`src/rtl/sic_pkg.sv`:
```
package sic_pkg;

    localparam int SIC_W = 32;

    // word indices whose meaning the software side depends on
    localparam int SIC_WORD_STAT    = 0;
    localparam int SIC_WORD_RAW     = 1;
    localparam int SIC_WORD_EN_SET  = 2;
    localparam int SIC_WORD_EN_CLR  = 3;
    localparam int SIC_WORD_SW_SET  = 4;
    localparam int SIC_WORD_SW_CLR  = 5;
    localparam int SIC_WORD_PT_SET  = 8;
    localparam int SIC_WORD_PT_CLR  = 9;

    typedef struct packed {
        logic stat;
        logic raw;
        logic en_set;
        logic en_clr;
        logic sw_set;
        logic sw_clr;
        logic pt_set;
        logic pt_clr;
    } sic_sel_t;

    typedef struct packed {
        logic [SIC_W-1:0] level;
        logic [SIC_W-1:0] mask;
        logic [SIC_W-1:0] pten;
    } sic_state_t;

    function automatic logic [SIC_W-1:0] sic_range_mask(input int lo, input int hi);
        logic [SIC_W-1:0] m;
        for (int i = 0; i < SIC_W; i++) begin
            m[i] = (i >= lo) && (i <= hi);
        end
        return m;
    endfunction

endpackage

```
`src/rtl/sic_regs.sv`:
```
module sic_regs
    import sic_pkg::*;
#(
    parameter int PT_LO = 21,
    parameter int PT_HI = 30
) (
    input  logic             clk,
    input  logic             rst_n,
    input  logic [SIC_W-1:0] irq_in,
    input  logic             wr_en,
    input  sic_sel_t         sel,
    input  logic [SIC_W-1:0] wdata,
    output sic_state_t       st_d_o,
    output sic_state_t       st_q_o
);

    localparam logic [SIC_W-1:0] PT_MASK = sic_range_mask(PT_LO, PT_HI);

    sic_state_t st_d, st_q;

    always_comb begin
        st_d       = st_q;
        st_d.level = irq_in;
        if (wr_en) begin
            if (sel.en_set) st_d.mask = st_q.mask | wdata;
            if (sel.en_clr) st_d.mask = st_q.mask & ~wdata;
            if (sel.sw_set && (wdata != '0)) st_d.mask[0] = 1'b1;
            if (sel.sw_clr && (wdata != '0)) st_d.mask[0] = 1'b0;
            if (sel.pt_set) st_d.pten = st_q.pten | (wdata & PT_MASK);
            if (sel.pt_clr) st_d.pten = st_q.pten & ~wdata;
        end
    end

    always_ff @(posedge clk or negedge rst_n) begin
        if (!rst_n) st_q <= '0;
        else        st_q <= st_d;
    end

    assign st_d_o = st_d;
    assign st_q_o = st_q;


    level_track_chk: assert property (@(posedge clk) disable iff (!rst_n)
        1'b1 |=> st_q.level == $past(irq_in));


    en_set_chk: assert property (@(posedge clk) disable iff (!rst_n)
        (wr_en && sel.en_set) |=> (st_q.mask & $past(wdata)) == $past(wdata));


    en_clr_chk: assert property (@(posedge clk) disable iff (!rst_n)
        (wr_en && sel.en_clr) |=> (st_q.mask & $past(wdata)) == '0);


    pt_range_chk: assert property (@(posedge clk) disable iff (!rst_n)
        (st_q.pten & ~PT_MASK) == '0);

endmodule

```
`src/rtl/sic_outs.sv`:
```
module sic_outs
    import sic_pkg::*;
#(
    parameter int PT_LO   = 21,
    parameter int PT_HI   = 30,
    parameter int SUM_IDX = 31
) (
    input  logic             clk,
    input  logic             rst_n,
    input  sic_state_t       st_d,
    output logic [SIC_W-1:0] irq_out
);

    logic [SIC_W-1:0] out_d, out_q;
    logic             sum_d;

    assign sum_d = |(st_d.level & st_d.mask);

    for (genvar i = 0; i < SIC_W; i++) begin : g_line
        if (i == SUM_IDX) begin : g_sum
            assign out_d[i] = sum_d;
        end else if ((i >= PT_LO) && (i <= PT_HI)) begin : g_pass
            assign out_d[i] = st_d.pten[i] & st_d.level[i];
        end else begin : g_idle
            assign out_d[i] = 1'b0;
        end
    end

    always_ff @(posedge clk or negedge rst_n) begin
        if (!rst_n) out_q <= '0;
        else        out_q <= out_d;
    end

    assign irq_out = out_q;

endmodule

```
`src/rtl/sic_rdata.sv`:
```
module sic_rdata
    import sic_pkg::*;
(
    input  logic             clk,
    input  logic             rst_n,
    input  logic             rd_en,
    input  sic_sel_t         sel,
    input  sic_state_t       st_q,
    output logic [SIC_W-1:0] rdata
);

    logic [SIC_W-1:0] rdata_d, rdata_q;
    logic             known;

    assign known = sel.stat | sel.raw | sel.en_set | sel.sw_set | sel.pt_set;

    always_comb begin
        rdata_d = '0;
        if (rd_en) begin
            if (sel.stat)   rdata_d = st_q.level & st_q.mask;
            if (sel.raw)    rdata_d = st_q.level;
            if (sel.en_set) rdata_d = st_q.mask;
            if (sel.sw_set) rdata_d = {{(SIC_W-1){1'b0}}, st_q.level[0]};
            if (sel.pt_set) rdata_d = st_q.pten;
        end
    end

    always_ff @(posedge clk or negedge rst_n) begin
        if (!rst_n) rdata_q <= '0;
        else        rdata_q <= rdata_d;
    end

    assign rdata = rdata_q;


    undef_rd_chk: assert property (@(posedge clk) disable iff (!rst_n)
        (rd_en && !known) |=> rdata == '0);


    raw_rd_chk: assert property (@(posedge clk) disable iff (!rst_n)
        (rd_en && sel.raw) |=> rdata == $past(st_q.level));


    idle_rd_chk: assert property (@(posedge clk) disable iff (!rst_n)
        !rd_en |=> rdata == '0);

endmodule

```
`src/rtl/sec_irq_ctrl.sv`:
```
module sec_irq_ctrl
    import sic_pkg::*;
#(
    parameter int ADDR_W  = 12,
    parameter int PT_LO   = 21,
    parameter int PT_HI   = 30,
    parameter int SUM_IDX = 31
) (
    input  logic             clk,
    input  logic             rst_n,
    input  logic [SIC_W-1:0] irq_in,
    input  logic             bus_valid,
    input  logic             bus_write,
    input  logic [ADDR_W-1:0] bus_addr,
    input  logic [SIC_W-1:0] bus_wdata,
    output logic [SIC_W-1:0] bus_rdata,
    output logic [SIC_W-1:0] irq_out
);

    localparam int WORD_W = ADDR_W - 2;
    localparam logic [WORD_W-1:0] WD_STAT   = WORD_W'(SIC_WORD_STAT);
    localparam logic [WORD_W-1:0] WD_RAW    = WORD_W'(SIC_WORD_RAW);
    localparam logic [WORD_W-1:0] WD_EN_SET = WORD_W'(SIC_WORD_EN_SET);
    localparam logic [WORD_W-1:0] WD_EN_CLR = WORD_W'(SIC_WORD_EN_CLR);
    localparam logic [WORD_W-1:0] WD_SW_SET = WORD_W'(SIC_WORD_SW_SET);
    localparam logic [WORD_W-1:0] WD_SW_CLR = WORD_W'(SIC_WORD_SW_CLR);
    localparam logic [WORD_W-1:0] WD_PT_SET = WORD_W'(SIC_WORD_PT_SET);
    localparam logic [WORD_W-1:0] WD_PT_CLR = WORD_W'(SIC_WORD_PT_CLR);
    localparam logic [SIC_W-1:0]  PT_MASK   = sic_range_mask(PT_LO, PT_HI);
    localparam logic [SIC_W-1:0]  SUM_BIT   = sic_range_mask(SUM_IDX, SUM_IDX);

    logic [WORD_W-1:0] word;
    logic              wr_en, rd_en;
    sic_sel_t          sel;
    sic_state_t        st_d, st_q;

    assign word  = bus_addr[ADDR_W-1:2];
    assign wr_en = bus_valid & bus_write;
    assign rd_en = bus_valid & ~bus_write;

    always_comb begin
        sel = '0;
        case (word)
            WD_STAT:   sel.stat   = 1'b1;
            WD_RAW:    sel.raw    = 1'b1;
            WD_EN_SET: sel.en_set = 1'b1;
            WD_EN_CLR: sel.en_clr = 1'b1;
            WD_SW_SET: sel.sw_set = 1'b1;
            WD_SW_CLR: sel.sw_clr = 1'b1;
            WD_PT_SET: sel.pt_set = 1'b1;
            WD_PT_CLR: sel.pt_clr = 1'b1;
            default:   sel        = '0;
        endcase
    end

    sic_regs #(.PT_LO(PT_LO), .PT_HI(PT_HI)) i_regs (
        .clk    (clk),
        .rst_n  (rst_n),
        .irq_in (irq_in),
        .wr_en  (wr_en),
        .sel    (sel),
        .wdata  (bus_wdata),
        .st_d_o (st_d),
        .st_q_o (st_q)
    );

    sic_outs #(.PT_LO(PT_LO), .PT_HI(PT_HI), .SUM_IDX(SUM_IDX)) i_outs (
        .clk     (clk),
        .rst_n   (rst_n),
        .st_d    (st_d),
        .irq_out (irq_out)
    );

    sic_rdata i_rdata (
        .clk   (clk),
        .rst_n (rst_n),
        .rd_en (rd_en),
        .sel   (sel),
        .st_q  (st_q),
        .rdata (bus_rdata)
    );


    summary_chk: assert property (@(posedge clk) disable iff (!rst_n)
        irq_out[SUM_IDX] == |(st_q.level & st_q.mask));


    passthru_chk: assert property (@(posedge clk) disable iff (!rst_n)
        (irq_out & PT_MASK) == (st_q.level & st_q.pten));


    quiet_lines_chk: assert property (@(posedge clk) disable iff (!rst_n)
        (irq_out & ~(PT_MASK | SUM_BIT)) == '0);

endmodule

```
`config.mk`:
```
export PLATFORM = sky130hd
export DESIGN_NAME = sec_irq_ctrl
export DESIGN_NICKNAME = d
export VERILOG_FILES = /design/src/rtl/sic_pkg.sv /design/src/rtl/sic_regs.sv /design/src/rtl/sic_outs.sv /design/src/rtl/sic_rdata.sv /design/src/rtl/sec_irq_ctrl.sv
export SDC_FILE = /design/constraint.sdc
export NUM_CORES = 1
export LEC_CHECK = 0
export ABC_AREA = 1
export CELL_PAD_IN_SITES_DETAIL_PLACEMENT = 1
export CELL_PAD_IN_SITES_GLOBAL_PLACEMENT = 1
export CORE_MARGIN = 5
export CORE_UTILIZATION = 27
export DETAILED_ROUTE_END_ITERATION = 6
export PLACE_DENSITY_LB_ADDON = 0.1
export SLEW_MARGIN = 30
export SYNTH_ARGS = -nofsm -noshare
export SYNTH_HDL_FRONTEND = slang
export SYNTH_SLANG_ARGS = --single-unit
```
`constraint.sdc`:
```
create_clock -name clk -period 1 [get_ports clk]
set_input_delay 0.2 -clock clk [delete_from_list [all_inputs] [get_ports clk]]
set_output_delay 0.2 -clock clk [all_outputs]
set_load 0.05 [all_outputs]
```
==> results of run 1 <==
[cell usage after synthesis, drive strengths merged (3+ instances only)]
cell    number
o21bai      11
clkbuf      13
nand2      129
nand3      103
nor2        78
dfrtp      139
inv        127
o211ai       7
nand4       12
and2        30
a21oi       31
buf         41
o21ai       73
a221oi       3
[layout make-up]
class	instances	area [µm²]	share of cell area, %
Clock inverter	10	164	1.36
Tap cell	324	405	3.36
Multi-Input combinational cell	501	3480	28.8
Inverter	127	510	4.22
Timing Repair Buffer	279	3570	29.5
Sequential cell	139	3480	28.8
Clock buffer	22	464	3.84
Timing Repair inverter	1	11.3	0.0932
[sequential cells by signal, summed over array words and instances, names as in the netlist]
name and flops:
i_regs.st_q_o 96, i_rdata.rdata 32, i_outs.irq_out 11
[how the worst max path moves through the flow]
stage,startpoint,to,depth (start not counted)
2_1_floorplan,bus_addr[10],i_outs.irq_out[31],12
3_3_place_gp,bus_addr[2],i_outs.irq_out[31],11
3_5_place_dp,bus_addr[9],i_outs.irq_out[31],13
4_1_cts,bus_addr[8],i_outs.irq_out[31],15
5_1_grt,bus_addr[9],i_outs.irq_out[31],16
6_report,bus_addr[11],i_outs.irq_out[31],15
[worst register-to-register path, cell delays in order (launching register included)]
cell     delay [ns]
dfrtp_1        0.41
inv_1          0.14
nand2_1        0.09
nand3_1        0.07
nand2_1        0.08
nor2_4         0.09
nand2_2        0.06
nor2_2         0.10
nand3_1        0.10
[power groups by stage]
stage / sequential (W) / combinational [W] / clock, W
after floorplan: 0.00584 / 0.000539 / 0
after global placement: 0.00584 / 0.00132 / 0
after detailed placement: 0.00584 / 0.00132 / 0
after CTS: 0.00574 / 0.00154 / 0.00704
after global routing: 0.00575 / 0.00178 / 0.00733
final: 0.00575 / 0.00167 / 0.00696
[layer usage]
metal | share of wire [%] | vias up | wire (µm)
met5 | 0 | - | 0
met1 | 41 | 3296 | 11700
li1 | - | 3053 | -
met4 | 2.7 | 0 | 761
met3 | 3.8 | 49 | 1080
met2 | 53 | 145 | 15000
[stage by stage]
| stage | hold slack, ns | area, µm² | setup WS (ns) | total power, W |
|---|---|---|---|---|
| after CTS | 0.123 | 11200 | -0.360 | 0.0143 |
| after floorplan | -0.0956 | 6750 | -0.394 | 0.00638 |
| after global routing | 0.129 | 12100 | -0.408 | 0.0149 |
| after detailed placement | 0.00965 | 9220 | -1.27 | 0.00716 |
| after global placement | 0.0106 | 9220 | -1.25 | 0.00716 |
| final | 0.122 | 12100 | -0.348 | 0.0144 |
[placed cells by master (no fill, tap or decap), drive strengths merged]
cell type,count
buf,206
nand2,129
dfrtp,139
a221oi,3
inv,128
o2111ai,1
a21oi,31
dlymetal6s2s,14
conb,21
nand4,12
clkinvlp,2
bufinv,4
o21bai,11
o211ai,7
nand3,103
o21ai,73
clkinv,4
nor2,78
clkdlybuf4s50,48
o22ai,1
nor4,1
and2,30
dlygate4sd2,2
dlygate4sd3,1
bufbuf,7
clkbuf,23
[logic make-up (layout without fill, tap and decap cells)]
family,count (synthesis),after routing
buffers and inverters,181,439
other,1,21
AND/OR/NAND/NOR,353,353
AO/OA/AOI/OAI,127,127
flip-flops,139,139
[what timing repair did]
item | CTS | global route
pin swaps | 73 | 85
endpoints found under the setup margin | 150 | 147
setup buffers | 47 | 21
endpoints found under the hold margin | 139 | 0
cloned | 15 | 2
hold buffers | 1 | 0
resized for setup | 289 | 212
==> flow_summary.ini, run 1 <==
[synthesis]
synth_area_leader_cell = dfrtp_1
ys_warn_count = 0
synthTopCellsByArea = dfrtp_1 (53%), nand3_1 (7.8%), nand2_1 (7.3%)
synth_seq_cells = 139
synth_seq_area_share_pct = 52.8
synth_edf_count = 0
synth_cells = 801
avgSynthCellArea_um2 = 8.23
async_flop_share_pct = 100
yosys.area_share.simple_pct = 24.2
synth_area_um2 = 6590
synth_top_family_by_area = simple AND/OR/NAND/NOR gates
synth_top_area_share_pct = 52.8
synth-xor-area-share_pct = 0
synth-compound-area-share_pct = 10.6
yosys_most_used_dff = dfrtp_1
netlist-cell-type-count = 25
synthMuxAreaShare_pct = 0
synthAdderAreaFrac_pct = 0

[layout]
finalNonFillerCells = 1403
finish.utilization_pct = 50.0
area_delta_synth_final_pct = 83.3
layout-drive-gt1-share_pct = 46.2
nets = 1146
antenna_cells = 0
fillers = 2598

[grt]
track_usage_pct = 19.7
gr-max-usage-layer = met2
antenna_found_initial = 0
grt_use_met2_pct = 34.4
grt_pass1_wl_mm = 41.8
gr-total-overflow = 0
grt_max_degree = 49
met1_usage_pct = 24.3
use_met3_pct = 4.19
grt_pass1_vias = 6936

[critical_path]
r2r_setup_slack_ns = -0.27
path_delay_family = simple AND/OR/NAND/NOR gates
cpMostUsedCell = nand2_2
cp_cell_sequence = buf_6, nor2_4, nand2_2, nor2_4, buf_12, nand2_8, inv_8, buf_12, nand2_2, nand3_2, nand2_2, nor2_4, nand2_2, nor2_2, nand3_1
start_kind = input port
crit_path_top_delay_cell = buf_12
end_kind = register
r2r_cells = 8
critPathKind = input port to register
arrival_ns = 1.65
crit_fanout = 8
r2r_end = i_outs.irq_out[31]
cp.buffers_inverters = 4
crit_required_ns = 1.30
rr_startpoint = i_regs.st_q_o[42]
max_stage_delay_ns = 0.14

[clocking]
cts-root-buf = clkbuf_16
numCtsBuffers = 17
htreeDepth = 4
cts.sinks = 139
clk-insertion-delay-late_ns = 0.43
cts_tree = done
clockBufferDepth = 2
cts.clk_slew.worst_paths_ns = 0.06

[hold_path]
hp-class = input port to register
whs_endpoint = i_regs.st_q_o[4]
min_from = bus_wdata[4]
hold_depth = 4

[timing]
finalCritPeriodShare_pct = 135
finalClockSkew_ns = 0.00963
finalSetupTns_ns = -23.32
rsz0062_at_grt = true
drv_slew = 0
min_period_ns = 1.35
maxClockFrequency_ghz = 0.742
setup_slack_ns = -0.348
setup_violations = 130
hold_violations = 0

[flow_run]
max-cap-violations = 0

[detailed_routing]
dr.pass1.iters = 5
drt-initial-drc-count = 259
vias = 6543
wl_per_cell_um = 20.4
via_per_inst = 4.66
drc = 0
drt.antenna.violating_nets = 0
finalWirelength_mm = 28.6

[pwr]
p_switching_w = 0.00365
combPwrFrac_pct = 11.6
irDropWorstVdd_v = 0.000794
p_sw_share_pct = 25.4
seqPwrFrac_pct = 40.0
power_density_nw_per_um2 = 1190
intPower_w = 0.0107
p_leak_nw = 5.79
p_clk_share_pct = 48.4

[floorplanning]
start_util_pct = 27.3
die_h_um = 166
ioPinCount = 144
coreArea_um2 = 24200
dieWidth_um = 166
dieArea_um2 = 27600
placementRows = 57

[status]
violations = setup timing
status = complete, but fails checks

[placement]
gp_congestion = 0.765
place_inst = 1301
dp_hpwl_mm = 16.9
port-buffer-count = 120
Power figures use the tool's default switching activity.
==> run 2: changes to the inputs <==
clock period = 1.2 ns   (was 1 ns; I/O delays follow)
==> flow_summary.ini, run 2 (synthesis gave the netlist of run 1 again) <==
[detailed_routing]
drt-initial-drc-count = 242
drt.antenna.violating_nets = 0
via_per_inst = 4.53
wl_per_cell_um = 19.2
vias = 6248
drc = 0
finalWirelength_mm = 26.5
dr.pass1.iters = 4

[critical_path]
crit_fanout = 5
arrival_ns = 1.75
critPathKind = input port to register
r2r_setup_slack_ns = -0.06
start_kind = input port
end_kind = register
rr_startpoint = i_regs.st_q_o[62]
r2r_cells = 8
cp-endpoint = i_outs.irq_out[31]
critPathLaunch = bus_addr[10]
r2r_end = i_outs.irq_out[31]
crit_required_ns = 1.56

[timing]
maxClockFrequency_ghz = 0.717
finalCritPeriodShare_pct = 116
min_period_ns = 1.39
whs_ns = 0.146
setup_violations = 86
setup_slack_ns = -0.194
finalClockSkew_ns = 0.00719
rsz0062_at_grt = true
hold_violations = 0
drv_slew = 0

[clocking]
numCtsBuffers = 17
clk-insertion-delay-late_ns = 0.42
cts.clk_slew.worst_paths_ns = 0.06
cts_tree = done
htreeDepth = 4
cts.sinks = 139
cts-root-buf = clkbuf_16
clockBufferDepth = 2

[layout]
largest_reg_flops = 96
layout-drive-gt1-share_pct = 35.2
area_delta_synth_final_pct = 68.4
fillers = 2754
fin_area_um2 = 11100
finish.utilization_pct = 45.9
antenna_cells = 0
nets = 1122
final_common_cell = dfrtp_1
final_cell_mix = dfrtp_1 (139), nand2_1 (105), inv_1 (95)

[flow_run]
max-cap-violations = 0

[placement]
dp_hpwl_mm = 17.3
port-buffer-count = 120
gp_congestion = 0.776
place_area_um2 = 9220

[pwr]
p_leak_nw = 5.44
irDropWorstVdd_v = 0.000867
power_density_nw_per_um2 = 1010

[grt]
gr-max-usage-layer = met2
grt_use_met2_pct = 33.0
grt_pass1_wl_mm = 40.3
gr-total-overflow = 0
antenna_found_initial = 0
met1_usage_pct = 24.1
track_usage_pct = 18.8
use_met3_pct = 3.33
grt_pass1_vias = 6861
grt_max_degree = 53

[floorplanning]
start_util_pct = 27.3
coreArea_um2 = 24200
die_h_um = 166
placementRows = 57
dieWidth_um = 166
dieArea_um2 = 27600
ioPinCount = 144

[status]
status = complete, but fails checks
violations = setup timing

[hold_path]
hp-class = input port to register
[run 2: timing repair]
item                                   CTS  global route
gates resized for setup                172           174
setup endpoints to repair              150           124
buffers inserted                        22            18
endpoints found under the hold margin  139             0
hold buffers                             1             0
pin swaps                               42            79
cloned                                  11             3
[run 2: power breakdown]
| part | internal [W] | switching (W) | total (W) |
|---|---|---|---|
| registers | 0.00476 | 0.0000303 | 0.00479 |
| logic | 0.000505 | 0.000754 | 0.00126 |
| clock network | 0.00291 | 0.00223 | 0.00514 |
| total | 0.00817 | 0.00301 | 0.0112 |
[run 2: per-stage QoR]
stage | total power, W | instances | worst slack (ns) | TNS [ns]
finish | 0.0112 | 1378 | -0.194 | -2.89
global route | 0.0117 | 1378 | -0.281 | -9.04
CTS | 0.0112 | 1363 | -0.205 | -5.20
detailed placement | 0.00598 | 1300 | -1.13 | -85.80
global placement | 0.00597 | 1300 | -1.12 | -81.77
floorplan | 0.00531 | 821 | -0.234 | -6.23
[run 2: final cells by class]
type | count | area (µm²) | area share [%]
Sequential cell | 139 | 3480 | 31.3
Clock buffer | 18 | 439 | 3.96
Timing Repair Buffer | 255 | 3200 | 28.8
Inverter | 127 | 502 | 4.52
Multi-Input combinational cell | 501 | 2940 | 26.5
Timing Repair inverter | 1 | 8.76 | 0.0789
Tap cell | 324 | 405 | 3.65
Clock inverter | 13 | 121 | 1.09
[run 2: critical path: stages]
cell,delay (ns)
buf_6,0.09
nor2_4,0.11
nand2_2,0.08
nor2_4,0.18
buf_6,0.17
buf_12,0.13
buf_6,0.10
nand3_1,0.07
nand2_1,0.12
nand3_2,0.12
nand2_2,0.11
nor2_4,0.05
nand2_1,0.06
nor2_1,0.04
nand3_1,0.06
[run 2: worst min path at each step]
stage                       start  slack, ns                  to  depth (start not counted)
finish              bus_wdata[18]       0.15   i_regs.st_q_o[18]                          4
floorplan                   rst_n      -0.06  i_outs.irq_out[21]                          0
CTS                     irq_in[7]       0.29   i_regs.st_q_o[71]                          1
global route        bus_wdata[19]       0.15   i_regs.st_q_o[19]                          4
global placement            rst_n       0.24   i_rdata.rdata[14]                          2
detailed placement          rst_n       0.24   i_rdata.rdata[14]                          2
[run 2: metal layers]
metal	up-vias	share of wire [%]
li1	3004	-
met1	3113	43
met2	111	52
met3	20	3.9
met4	0	1.3
met5	-	0
==> run 3: changes to the inputs <==
CTS_CLUSTER_SIZE = 14   (was default)
==> results of run 3 <==
The final DEF is identical to that of run 2; final timing and power are the same.
